[config.mk]
export PLATFORM = sky130hd
export DESIGN_NAME = pic2_ctrl
export DESIGN_NICKNAME = d
export VERILOG_FILES = /design/src/rtl/pic2_pkg.sv /design/src/rtl/pic2_edge.sv /design/src/rtl/pic2_regs.sv /design/src/rtl/pic2_prio.sv /design/src/rtl/pic2_ctrl.sv
export SDC_FILE = /design/constraint.sdc
export NUM_CORES = 1
export LEC_CHECK = 0
export ABC_AREA = 1
export BUFFER_PORTS_ARGS = -buffer_cell sky130_fd_sc_hd__clkbuf_2
export CORE_MARGIN = 1
export CORE_UTILIZATION = 30
export CTS_BUF_LIST = sky130_fd_sc_hd__clkbuf_2 sky130_fd_sc_hd__clkbuf_4 sky130_fd_sc_hd__clkbuf_8
export DETAILED_ROUTE_END_ITERATION = 12
export PLACE_DENSITY = 0.57
export SKIP_LAST_GASP = 1
export SYNTH_ARGS = -nofsm -noshare
export SYNTH_HDL_FRONTEND = slang
export SYNTH_SLANG_ARGS = --single-unit
[constraint.sdc]
create_clock -name clk -period 1.9 [get_ports clk]
set_input_delay 0.285 -clock clk [delete_from_list [all_inputs] [get_ports clk]]
set_output_delay 0.285 -clock clk [all_outputs]
set_load 0.01 [all_outputs]
[src/rtl/pic2_pkg.sv]
package pic2_pkg;
    localparam int unsigned PIC_LINES = 16;
    localparam int unsigned PIC_DW    = 32;
    localparam int unsigned PIC_AW    = 8;
    localparam int unsigned PIC_LW    = $clog2(PIC_LINES);
    localparam int unsigned PIC_EXT_W = 4;
    localparam int unsigned PIC_HALF  = PIC_DW / 2;

    // byte offsets; the decoder compares addr with the low two bits cleared
    localparam logic [PIC_AW-1:0] OFF_GROUP  = 8'h00;
    localparam logic [PIC_AW-1:0] OFF_PEND   = 8'h04;
    localparam logic [PIC_AW-1:0] OFF_FALIAS = 8'h08;
    localparam logic [PIC_AW-1:0] OFF_CLR    = 8'h0C;
    localparam logic [PIC_AW-1:0] OFF_MPST   = 8'h10;
    localparam logic [PIC_AW-1:0] OFF_BCAST  = 8'h14;
    localparam logic [PIC_AW-1:0] OFF_MASK   = 8'h40;
    localparam logic [PIC_AW-1:0] OFF_FRC    = 8'h80;
    localparam logic [PIC_AW-1:0] OFF_EXT    = 8'hC0;

    // bit 0 of every line vector is reserved
    localparam logic [PIC_LINES-1:0] PIC_KEEP = {{(PIC_LINES-1){1'b1}}, 1'b0};

    typedef struct packed {
        logic [PIC_LINES-1:0] group;
        logic [PIC_LINES-1:0] pend;
        logic [PIC_LINES-1:0] frc;
        logic [PIC_LINES-1:0] bcast;
        logic [PIC_LINES-1:0] mask;
        logic [PIC_EXT_W-1:0] ext;
    } pic_state_t;
endpackage

[src/rtl/pic2_edge.sv]
module pic2_edge
    import pic2_pkg::*;
(
    input  logic                 clk,
    input  logic                 rst_n,
    input  logic [PIC_LINES-1:0] irq_in,
    output logic [PIC_LINES-1:0] ev
);
    logic [PIC_LINES-1:0] prev_d, prev_q;

    always_comb begin
        prev_d = irq_in;
        ev     = irq_in & ~prev_q & PIC_KEEP;
    end

    always_ff @(posedge clk or negedge rst_n) begin
        if (!rst_n) prev_q <= '0;
        else        prev_q <= prev_d;
    end
endmodule

[src/rtl/pic2_regs.sv]
module pic2_regs
    import pic2_pkg::*;
(
    input  logic                 clk,
    input  logic                 rst_n,
    input  logic                 wr_en,
    input  logic [PIC_AW-1:0]    addr,
    input  logic [PIC_DW-1:0]    wdata,
    input  logic [PIC_LINES-1:0] ev,
    input  logic                 ack_valid,
    input  logic [PIC_LW-1:0]    ack_num,
    output pic_state_t           st_q,
    output logic [PIC_DW-1:0]    rdata
);
    pic_state_t           st_d;
    logic [PIC_AW-1:0]    word;
    logic [PIC_LINES-1:0] set_bits, clr_bits, ack_bits, ev_frc, ev_pend;
    logic                 unused_bits;

    assign word        = {addr[PIC_AW-1:2], 2'b00};
    assign unused_bits = ^{addr[1:0], wdata[PIC_HALF]};

    always_comb begin
        st_d     = st_q;
        set_bits = wdata[PIC_LINES-1:0] & PIC_KEEP;
        clr_bits = wdata[PIC_HALF+PIC_LINES-1:PIC_HALF] & PIC_KEEP;
        ack_bits = ack_valid ? ({{(PIC_LINES-1){1'b0}}, 1'b1} << ack_num) : '0;
        ev_frc   = ev & st_q.bcast & PIC_KEEP;
        ev_pend  = ev & ~st_q.bcast & PIC_KEEP;

        if (wr_en) begin
            if (word == OFF_GROUP)  st_d.group = set_bits;
            if (word == OFF_FALIAS) st_d.frc   = set_bits;
            if (word == OFF_CLR)    st_d.pend  = st_q.pend & ~set_bits;
            if (word == OFF_BCAST)  st_d.bcast = set_bits;
            if (word == OFF_MASK)   st_d.mask  = set_bits;
            if (word == OFF_FRC)    st_d.frc   = (st_q.frc | set_bits) & ~clr_bits;
            if (word == OFF_EXT)    st_d.ext   = wdata[PIC_EXT_W-1:0];
        end

        // acknowledge retires, then input events set (a set wins)
        st_d.pend = (st_d.pend & ~ack_bits) | ev_pend;
        st_d.frc  = (st_d.frc  & ~ack_bits) | ev_frc;
    end

    always_ff @(posedge clk or negedge rst_n) begin
        if (!rst_n) st_q <= '0;
        else        st_q <= st_d;
    end

    always_comb begin
        rdata = '0;
        if (word == OFF_GROUP)  rdata = PIC_DW'(st_q.group);
        if (word == OFF_PEND)   rdata = PIC_DW'(st_q.pend);
        if (word == OFF_FALIAS) rdata = PIC_DW'(st_q.frc);
        if (word == OFF_BCAST)  rdata = PIC_DW'(st_q.bcast);
        if (word == OFF_MASK)   rdata = PIC_DW'(st_q.mask);
        if (word == OFF_FRC)    rdata = PIC_DW'(st_q.frc);
        if (word == OFF_EXT)    rdata = PIC_DW'(st_q.ext);
    end
endmodule

[src/rtl/pic2_prio.sv]
module pic2_prio
    import pic2_pkg::*;
(
    input  logic [PIC_LINES-1:0] group,
    input  logic [PIC_LINES-1:0] pend,
    input  logic [PIC_LINES-1:0] frc,
    input  logic [PIC_LINES-1:0] mask,
    output logic [PIC_LINES-1:0] active,
    output logic [PIC_LW-1:0]    sel
);
    logic [PIC_LINES-1:0] hi, lo, win;
    logic [PIC_LW-1:0]    cand [PIC_LINES];
    logic                 unused_win0;

    assign active      = (pend | frc) & mask & PIC_KEEP;
    assign hi          = active & group;
    assign lo          = active & ~group;
    assign win         = (hi != '0) ? hi : lo;
    assign unused_win0 = win[0];
    assign cand[0]     = '0;

    for (genvar g = 1; g < PIC_LINES; g++) begin : g_chain
        assign cand[g] = win[g] ? PIC_LW'(g) : cand[g-1];
    end

    assign sel = cand[PIC_LINES-1];
endmodule

[src/rtl/pic2_ctrl.sv]
module pic2_ctrl
    import pic2_pkg::*;
(
    input  logic                 clk,
    input  logic                 rst_n,
    input  logic [PIC_LINES-1:0] irq_in,
    input  logic                 bus_wr,
    input  logic [PIC_AW-1:0]    bus_addr,
    input  logic [PIC_DW-1:0]    bus_wdata,
    output logic [PIC_DW-1:0]    bus_rdata,
    input  logic                 ack_valid,
    input  logic [PIC_LW-1:0]    ack_num,
    output logic [PIC_LW-1:0]    irq_level
);
    pic_state_t           st_q;
    logic [PIC_LINES-1:0] ev_w, active_w, group_w, pend_w, frc_w, mask_w;
    logic [PIC_LW-1:0]    sel_w, lvl_d, lvl_q;
    logic [PIC_LINES-1:0] bcast_w;
    logic [PIC_EXT_W-1:0] ext_w;
    logic                 unused_st;

    assign group_w   = st_q.group;
    assign pend_w    = st_q.pend;
    assign frc_w     = st_q.frc;
    assign mask_w    = st_q.mask;
    assign bcast_w   = st_q.bcast;
    assign ext_w     = st_q.ext;
    assign unused_st = ^{bcast_w, ext_w};

    pic2_edge u_edge (
        .clk    (clk),
        .rst_n  (rst_n),
        .irq_in (irq_in),
        .ev     (ev_w)
    );

    pic2_regs u_regs (
        .clk       (clk),
        .rst_n     (rst_n),
        .wr_en     (bus_wr),
        .addr      (bus_addr),
        .wdata     (bus_wdata),
        .ev        (ev_w),
        .ack_valid (ack_valid),
        .ack_num   (ack_num),
        .st_q      (st_q),
        .rdata     (bus_rdata)
    );

    pic2_prio u_prio (
        .group  (group_w),
        .pend   (pend_w),
        .frc    (frc_w),
        .mask   (mask_w),
        .active (active_w),
        .sel    (sel_w)
    );

    always_comb lvl_d = sel_w;

    always_ff @(posedge clk or negedge rst_n) begin
        if (!rst_n) lvl_q <= '0;
        else        lvl_q <= lvl_d;
    end

    assign irq_level = lvl_q;
endmodule

==> reports/metrics.csv, run 1 <==
stage;metric;value;unit
sta;drv_slew;0;
die;row_count;49;
synthesis;synth_simple_gate_area_share;20.0;%
die;coreArea;18000;um^2
cells_and_area;final_util;43.5;%
sta;maxSlewHeadroom;58.2;%
pwr;pwr-share-comb;31.6;%
routing;drc;0;
synthesis;synth_top_cell_by_area;dfrtp_1;
status;status;finished, violations left;
synthesis;synthAdderAreaFrac;0;%
global_route;grt_pass1_vias;5541;
routing;finalWirelength;19800;um
status;violations;setup timing;
pwr;max-vdd-ir-drop;337;uV
synthesis;ys_seq_area_share;45.3;%
setup_path;reg2reg_depth;23;
cells_and_area;diodes;0;
pwr;p_total;6.06;mW
setup_path;slowest_delay;0.21;ns
sta;rsz0062_at_grt;yes;
placement;gp_congestion;0.931;
setup_path;critPathLaunchType;primary input;
synthesis;synth_flop_cell;dfrtp_1;
setup_path;crit_chain;buf_8, nor2_4, buf_6, inv_8, nor3_4, inv_2, nor2_4, inv_1, o22ai_1, o22ai_1, o211ai_1, clkbuf_2;
synthesis;syn-instance-count;718;
synthesis;synthMuxAreaShare;0.204;%
synthesis;yosys-top-cells-area;dfrtp_1 (45%), nand2_1 (11%), o21ai_0 (8.5%);
sta;max_freq;479;MHz
min_path;hold_class;primary input to flip-flop;
synthesis;synth_seq_cells;100;
sta;fin_hold_ws;0.00740;ns
cells_and_area;fin_nets;985;
synthesis;synth_compound_area_share;23.0;%
global_route;grt-ovfl-total;0;
placement;dpl.hpwl;13900;um
clock_tree;clock_latency;0.40;ns
synthesis;synth_most_common_cell;nand2_1;
routing;dr.pass1.iters;5;
synthesis;synth_top_family_by_area;compound AO/OA/AOI/OAI gates;
global_route;track_usage;21.4;%
setup_path;required;1.62;ns
global_route;grt_max_degree;36;
sta;layout_setup_ws;-0.186;ns
sta;fin_crit;2.09;ns
routing;ant_nets;0;
synthesis;synth-edff-count;0;
clock_tree;h-tree-depth;3;
pwr;switching_share;34.6;%
synthesis;synth.avg_cell_area;7.69;um^2
setup_path;cp_max_fo;7;
die;die_h;138;um
clock_tree;clkSinkCount;100;
synthesis;ys_types;40;
setup_path;worstSetupEndpointType;output port;
pwr;powerDensity;772;nW/um^2
clock_tree;clk_pin_slew;0.10;ns
sta;setup_violations;19;
global_route;grt_first_pass_wirelength;30000;um
sta;min_period_over_period;110;%
synthesis;async_flop_share;100;%
die;die_area;19000;um^2
clock_tree;cts_tree;yes;
routing;wire_per_inst;17.2;um
routing;drt_iter0_markers;415;
sta;hold_viol;0;
die;io_pins;100;
setup_path;worstSetupPathType;primary input to output port;
sta;finClkSkew;0.00655;ns
pwr;p_leak;3.82;nW
clock_tree;numCtsBuffers;9;
synthesis;yosysWarnings;0;
pwr;p_switching;2.09;mW
pwr;p_int;3.96;mW
die;initial_core_util;30.6;%
placement;port_buffers;79;
setup_path;crit_slowest_cell;inv_1;
setup_path;worstPathArrival;1.80;ns
pwr;seq_power_share;44.7;%
synthesis;synth_top_area_share;45.3;%
die;die_w;138;um
pwr;clock_power_share;23.7;%
routing;via_count;5751;
clock_tree;clockBufferDepth;2;
synthesis;synthesis.area;5520;um^2
clock_tree;cts-root-buf;clkbuf_8;
cells_and_area;drive_gt1_share;36.2;%
min_path;worstHoldPathCells;1;
sta;worstMarginPinSlew;0.622;ns
global_route;antenna_found_initial;0;
routing;via_per_inst;4.98;
run;maxCapViolCount;0;
synthesis;synth_xor_area_share;0;%
synthesis;yosys-top-cells-count;nand2_1 (157), dfrtp_1 (100), o21ai_0 (94);
cells_and_area;syn2layout_area_growth;42.0;%
[metrics by stage]
stage	setup WS, ns	instances	area (um^2)	TNS (ns)
after CTS	-0.136	1146	7520	-2.03
after detailed placement	-0.235	1106	6920	-5.15
after floorplan	0.0184	733	5580	0
after global routing	-0.387	1155	7840	-4.06
after global placement	-0.245	1106	6920	-4.77
final	-0.186	1155	7840	-1.92
[placed cells by master (no fill, tap or decap), drive strengths merged]
cell type    instances
dfrtp              100
nand2              160
o221ai               6
nor2                35
buf                144
nand4                1
a31oi                8
a22oi                3
o21a                 1
o21bai               2
o211ai              12
a221oi               3
a21oi               27
o32ai                2
clkinv               5
dlygate4sd3          4
o311ai              11
o2bb2ai              1
nor4                 4
o22ai               23
o21ai              112
mux2                 1
bufinv               1
nor3                18
or2                  1
clkinvlp             1
clkbuf              77
inv                111
o2111ai              4
conb                16
nand3               32
[area by class of cell]
type | instances | area (um^2)
Fill cell | 1822 | 10200
Multi-Input combinational cell | 483 | 2750
Sequential cell | 100 | 2500
Timing Repair Buffer | 216 | 1660
Inverter | 110 | 438
Tap cell | 229 | 287
Clock buffer | 9 | 124
Clock inverter | 7 | 66.3
Timing Repair inverter | 1 | 11.3
[layer usage]
| metal | share of wire, % | GRT usage [%] | wire length (um) | vias up |
|---|---|---|---|---|
| met4 | 1.7 | 7.02 | 333 | 0 |
| met1 | 47 | 29.4 | 9260 | 2732 |
| met3 | 5.9 | 3.90 | 1160 | 23 |
| met5 | 0 | 0 | 0 | - |
| li1 | - | - | - | 2804 |
| met2 | 46 | 33.6 | 9060 | 192 |
[cell families (layout without fill, tap and decap cells)]
group | count (synthesis) | in the layout
other | 1 | 16
and+or+nand+nor | 251 | 251
muxes | 1 | 1
DFF | 100 | 100
buffers and inverters | 150 | 343
AOI/OAI and AO/OA | 215 | 215
[flip-flops by register name, indices dropped and copies added, names as in the netlist]
name           flops
irq_level          4
u_edge.prev_q     15
u_regs.st_q       81
[power by group through the flow]
stage / Sequential (mW) / Clock (mW) / Combinational (mW)
after floorplan: 2.75 / 0 / 0.812
after global placement: 2.74 / 0 / 1.63
after detailed placement: 2.74 / 0 / 1.65
after CTS: 2.70 / 1.45 / 1.80
after global routing: 2.75 / 1.53 / 2.14
final: 2.71 / 1.43 / 1.92
[worst max-delay path, delay by kind of cell]
| family | cells | cell delay (ns) |
|---|---|---|
| AND/OR/NAND/NOR | 3 | 0.38 |
| buffers and inverters | 6 | 0.72 |
| AO/OA/AOI/OAI | 3 | 0.41 |
[worst paths after layout]
kind / startpoint / end / slack, ns
max in group asynchronous: rst_n / u_regs.st_q[36] / 0.93
worst min-delay path: irq_in[3] / u_edge.prev_q[3] / 0.007
worst max-delay path: bus_addr[4] / bus_rdata[13] / -0.19
worst max register to register: u_regs.st_q[66] / irq_level[0] / -0.13
worst min register to register: u_regs.st_q[23] / u_regs.st_q[55] / 0.49
min in group asynchronous: rst_n / u_regs.st_q[13] / 0.40
[timing repair]
item	in CTS	in global routing
cloned	1	3
gates resized for setup	53	81
hold buffers	4	0
endpoints found under the hold margin	35	0
pin swaps	22	15
endpoints found under the setup margin	20	35
setup buffers	19	11
(Power assumes the default switching activity.)
==> run 2: changes to the inputs <==
Settings changed: CORE_ASPECT_RATIO set to 0.7, SYNTH_HIERARCHICAL set to 1.
==> reports/metrics.csv, run 2 <==
stage;metric;value;unit;change
global_route;antenna_found_initial;0;;unchanged
placement;gp_congestion;0.847;;-9.0%
setup_path;worstSetupPathType;flip-flop to flip-flop;;
routing;wl_met1;9920;um;+7.2%
clock_tree;cts-root-buf;clkbuf_8;;
sta;max_freq;469;MHz;-2.2%
sta;rsz0062_at_grt;yes;;
die;io_pins;100;;unchanged
clock_tree;clk_pin_slew;0.10;ns;about the same
routing;top_layer;met4;;
sta;fin_crit;2.13;ns;+0.0460 ns
setup_path;timing.rr.end;irq_level[1];;
pwr;p_switching;2.07;mW;-0.95%
clock_tree;clockBufferDepth;2;;unchanged
routing;via_per_inst;4.51;;-9.4%
pwr;pwr-share-comb;32.4;%;+0.8 points
clock_tree;h-tree-depth;3;;unchanged
global_route;grt-ovfl-total;0;;unchanged
cells_and_area;drive_gt1_share;28.6;%;-7.5 points
routing;route.met2.wl;9450;um;+4.3%
setup_path;reg2reg_slack;-0.23;ns;-0.10 ns
routing;drc;0;;unchanged
status;violations;setup timing;;
cells_and_area;final_cell_mix;nand2_1 (266), inv_1 (149), buf_4 (102);;
routing;drt_iter0_markers;496;;+20%
sta;setup_violations;11;;-8
synthesis;synthesis.area;6140;um^2;+11%
clock_tree;numCtsBuffers;9;;unchanged
setup_path;required;2.22;ns;+0.60 ns
status;status;finished, violations left;;
setup_path;r2r_start;u_regs/st_q[49];;
clock_tree;cts_tree;yes;;
setup_path;worstSetupEndpointType;flip-flop;;
cells_and_area;syn2layout_area_growth;39.5;%;
routing;ant_nets;0;;unchanged
pwr;p_leak;4.65;nW;+21%
die;initial_core_util;30.8;%;+0.14 points
die;row_count;43;;-12%
sta;layout_setup_ws;-0.233;ns;-0.0460 ns
cells_and_area;diodes;0;;unchanged
sta;drv_slew;0;;unchanged
global_route;grt_pass1_vias;5885;;+6.2%
die;die_area;21100;um^2;+11%
clock_tree;clock_latency;0.40;ns;about the same
cells_and_area;multi_input_area;3170;um^2;+15%
placement;dpl.hpwl;15100;um;+8.4%
cells_and_area;regArea;2500;um^2;unchanged
global_route;grt_max_degree;35;;-2.8%
placement;port_buffers;79;;unchanged
setup_path;worstPathArrival;2.46;ns;+0.66 ns
routing;via_count;6352;;+10%
setup_path;reg2reg_depth;15;;-35%
pwr;seq_power_share;42.9;%;-1.8 points
setup_path;critPathLaunchType;flip-flop;;
die;coreArea;20000;um^2;+11%
cells_and_area;layout_commonest_cell;nand2_1;;
routing;dr.pass1.iters;5;;unchanged
sta;hold_viol;0;;unchanged
pwr;switching_share;33.4;%;-1.2 points
setup_path;cp-endpoint;irq_level[1];;
synthesis;yosysWarnings;6;;+6
die;die_h;122;um;-12%
sta;min_period_over_period;112;%;+2.4 points
routing;finalWirelength;20800;um;+4.7%
sta;finClkSkew;0.00533;ns;-0.00122 ns
cells_and_area;final_util;42.9;%;-0.56 points
pwr;powerDensity;724;nW/um^2;-6.3%
pwr;clock_power_share;24.7;%;+1.0 points
cells_and_area;top_register;u_regs/st_q;;
cells_and_area;fill_cells;2082;;+14%
clock_tree;clkSinkCount;100;;unchanged
synthesis;synth.avg_cell_area;6.63;um^2;-14%
pwr;max-vdd-ir-drop;387;uV;+15%
global_route;track_usage;19.7;%;-1.7 points
pwr;p_total;6.21;mW;+2.5%
routing;wire_per_inst;14.7;um;-14%
min_path;hold_class;primary input to flip-flop;;
cells_and_area;largest_reg_flops;81;;unchanged
setup_path;startpoint;u_regs/st_q[49];;
pwr;p_int;4.13;mW;+4.3%
global_route;grt_first_pass_wirelength;31400;um;+4.9%
routing;dr_wl_met3;1130;um;-2.7%
synthesis;syn-instance-count;927;;+29%
run;maxCapViolCount;0;;unchanged
cells_and_area;fin_nets;1197;;+22%
die;die_w;173;um;+26%
setup_path;cp_max_fo;6;;-1
==> run 2: metrics by stage <==
stage          area, um^2  hold slack [ns]  TNS (ns)  instances  worst slack (ns)
6_report             8570            0.124    -0.734       1408            -0.233
5_1_grt              8570            0.136     -2.39       1408            -0.501
4_1_cts              8000            0.112    -0.325       1387            -0.141
3_5_place_dp         7580            0.259    -0.705       1353            -0.185
3_3_place_gp         7580            0.255    -0.225       1353           -0.0944
2_1_floorplan        6200          -0.0106         0        942            0.0978
==> run 2: worst min path at each step <==
| stage | from | depth (start not counted) | endpoint | slack, ns |
|---|---|---|---|---|
| 5_1_grt | bus_wdata[0] | 3 | u_regs/st_q[0] | 0.14 |
| 4_1_cts | bus_wdata[0] | 3 | u_regs/st_q[0] | 0.11 |
| 6_report | bus_wdata[0] | 3 | u_regs/st_q[0] | 0.12 |
| 3_5_place_dp | rst_n | 1 | u_regs/st_q[55] | 0.26 |
| 2_1_floorplan | rst_n | 0 | irq_level[0] | -0.01 |
| 3_3_place_gp | rst_n | 1 | u_regs/st_q[23] | 0.25 |
==> run 2: critical path, cell delays in order (launching register included) <==
cell      delay [ns]
dfrtp_1         0.41
inv_1           0.06
nand2_1         0.07
nand3_1         0.09
nand2_1         0.06
nor2_1          0.16
nand2_2         0.10
nor2_4          0.19
buf_4           0.14
buf_6           0.08
buf_4           0.13
o21ai_2         0.07
and2_4          0.14
a21oi_2         0.15
nor2_1          0.07
o21bai_1        0.14
==> run 2: repair_timing <==
item,4_1_cts,5_1_grt
endpoints found under the hold margin,42,0
endpoints found under the setup margin,14,19
hold buffers,16,0
setup buffers,1,19
pin swaps,1,34
cloned,1,3
resized for setup,9,122
==> run 2: cell type report <==
| class | instances | area share (%) |
|---|---|---|
| Sequential cell | 100 | 29.2 |
| Clock inverter | 6 | 1.04 |
| Timing Repair Buffer | 223 | 20.5 |
| Inverter | 156 | 6.83 |
| Tap cell | 270 | 3.94 |
| Multi-Input combinational cell | 643 | 37.0 |
| Clock buffer | 10 | 1.53 |
==> run 2: power groups by stage <==
stage	clock network (mW)	registers [mW]	logic [mW]
after detailed placement	0	2.70	1.73
after global routing	1.64	2.71	2.27
after CTS	1.57	2.65	1.78
after floorplan	0	2.73	0.882
after global placement	0	2.69	1.72
final	1.53	2.66	2.01
==> run 2: layer usage <==
layer	GRT usage, %	up-vias
li1	-	3219
met1	26.8	2945
met2	31.6	167
met3	4.96	21
met4	4.31	0
met5	0	-
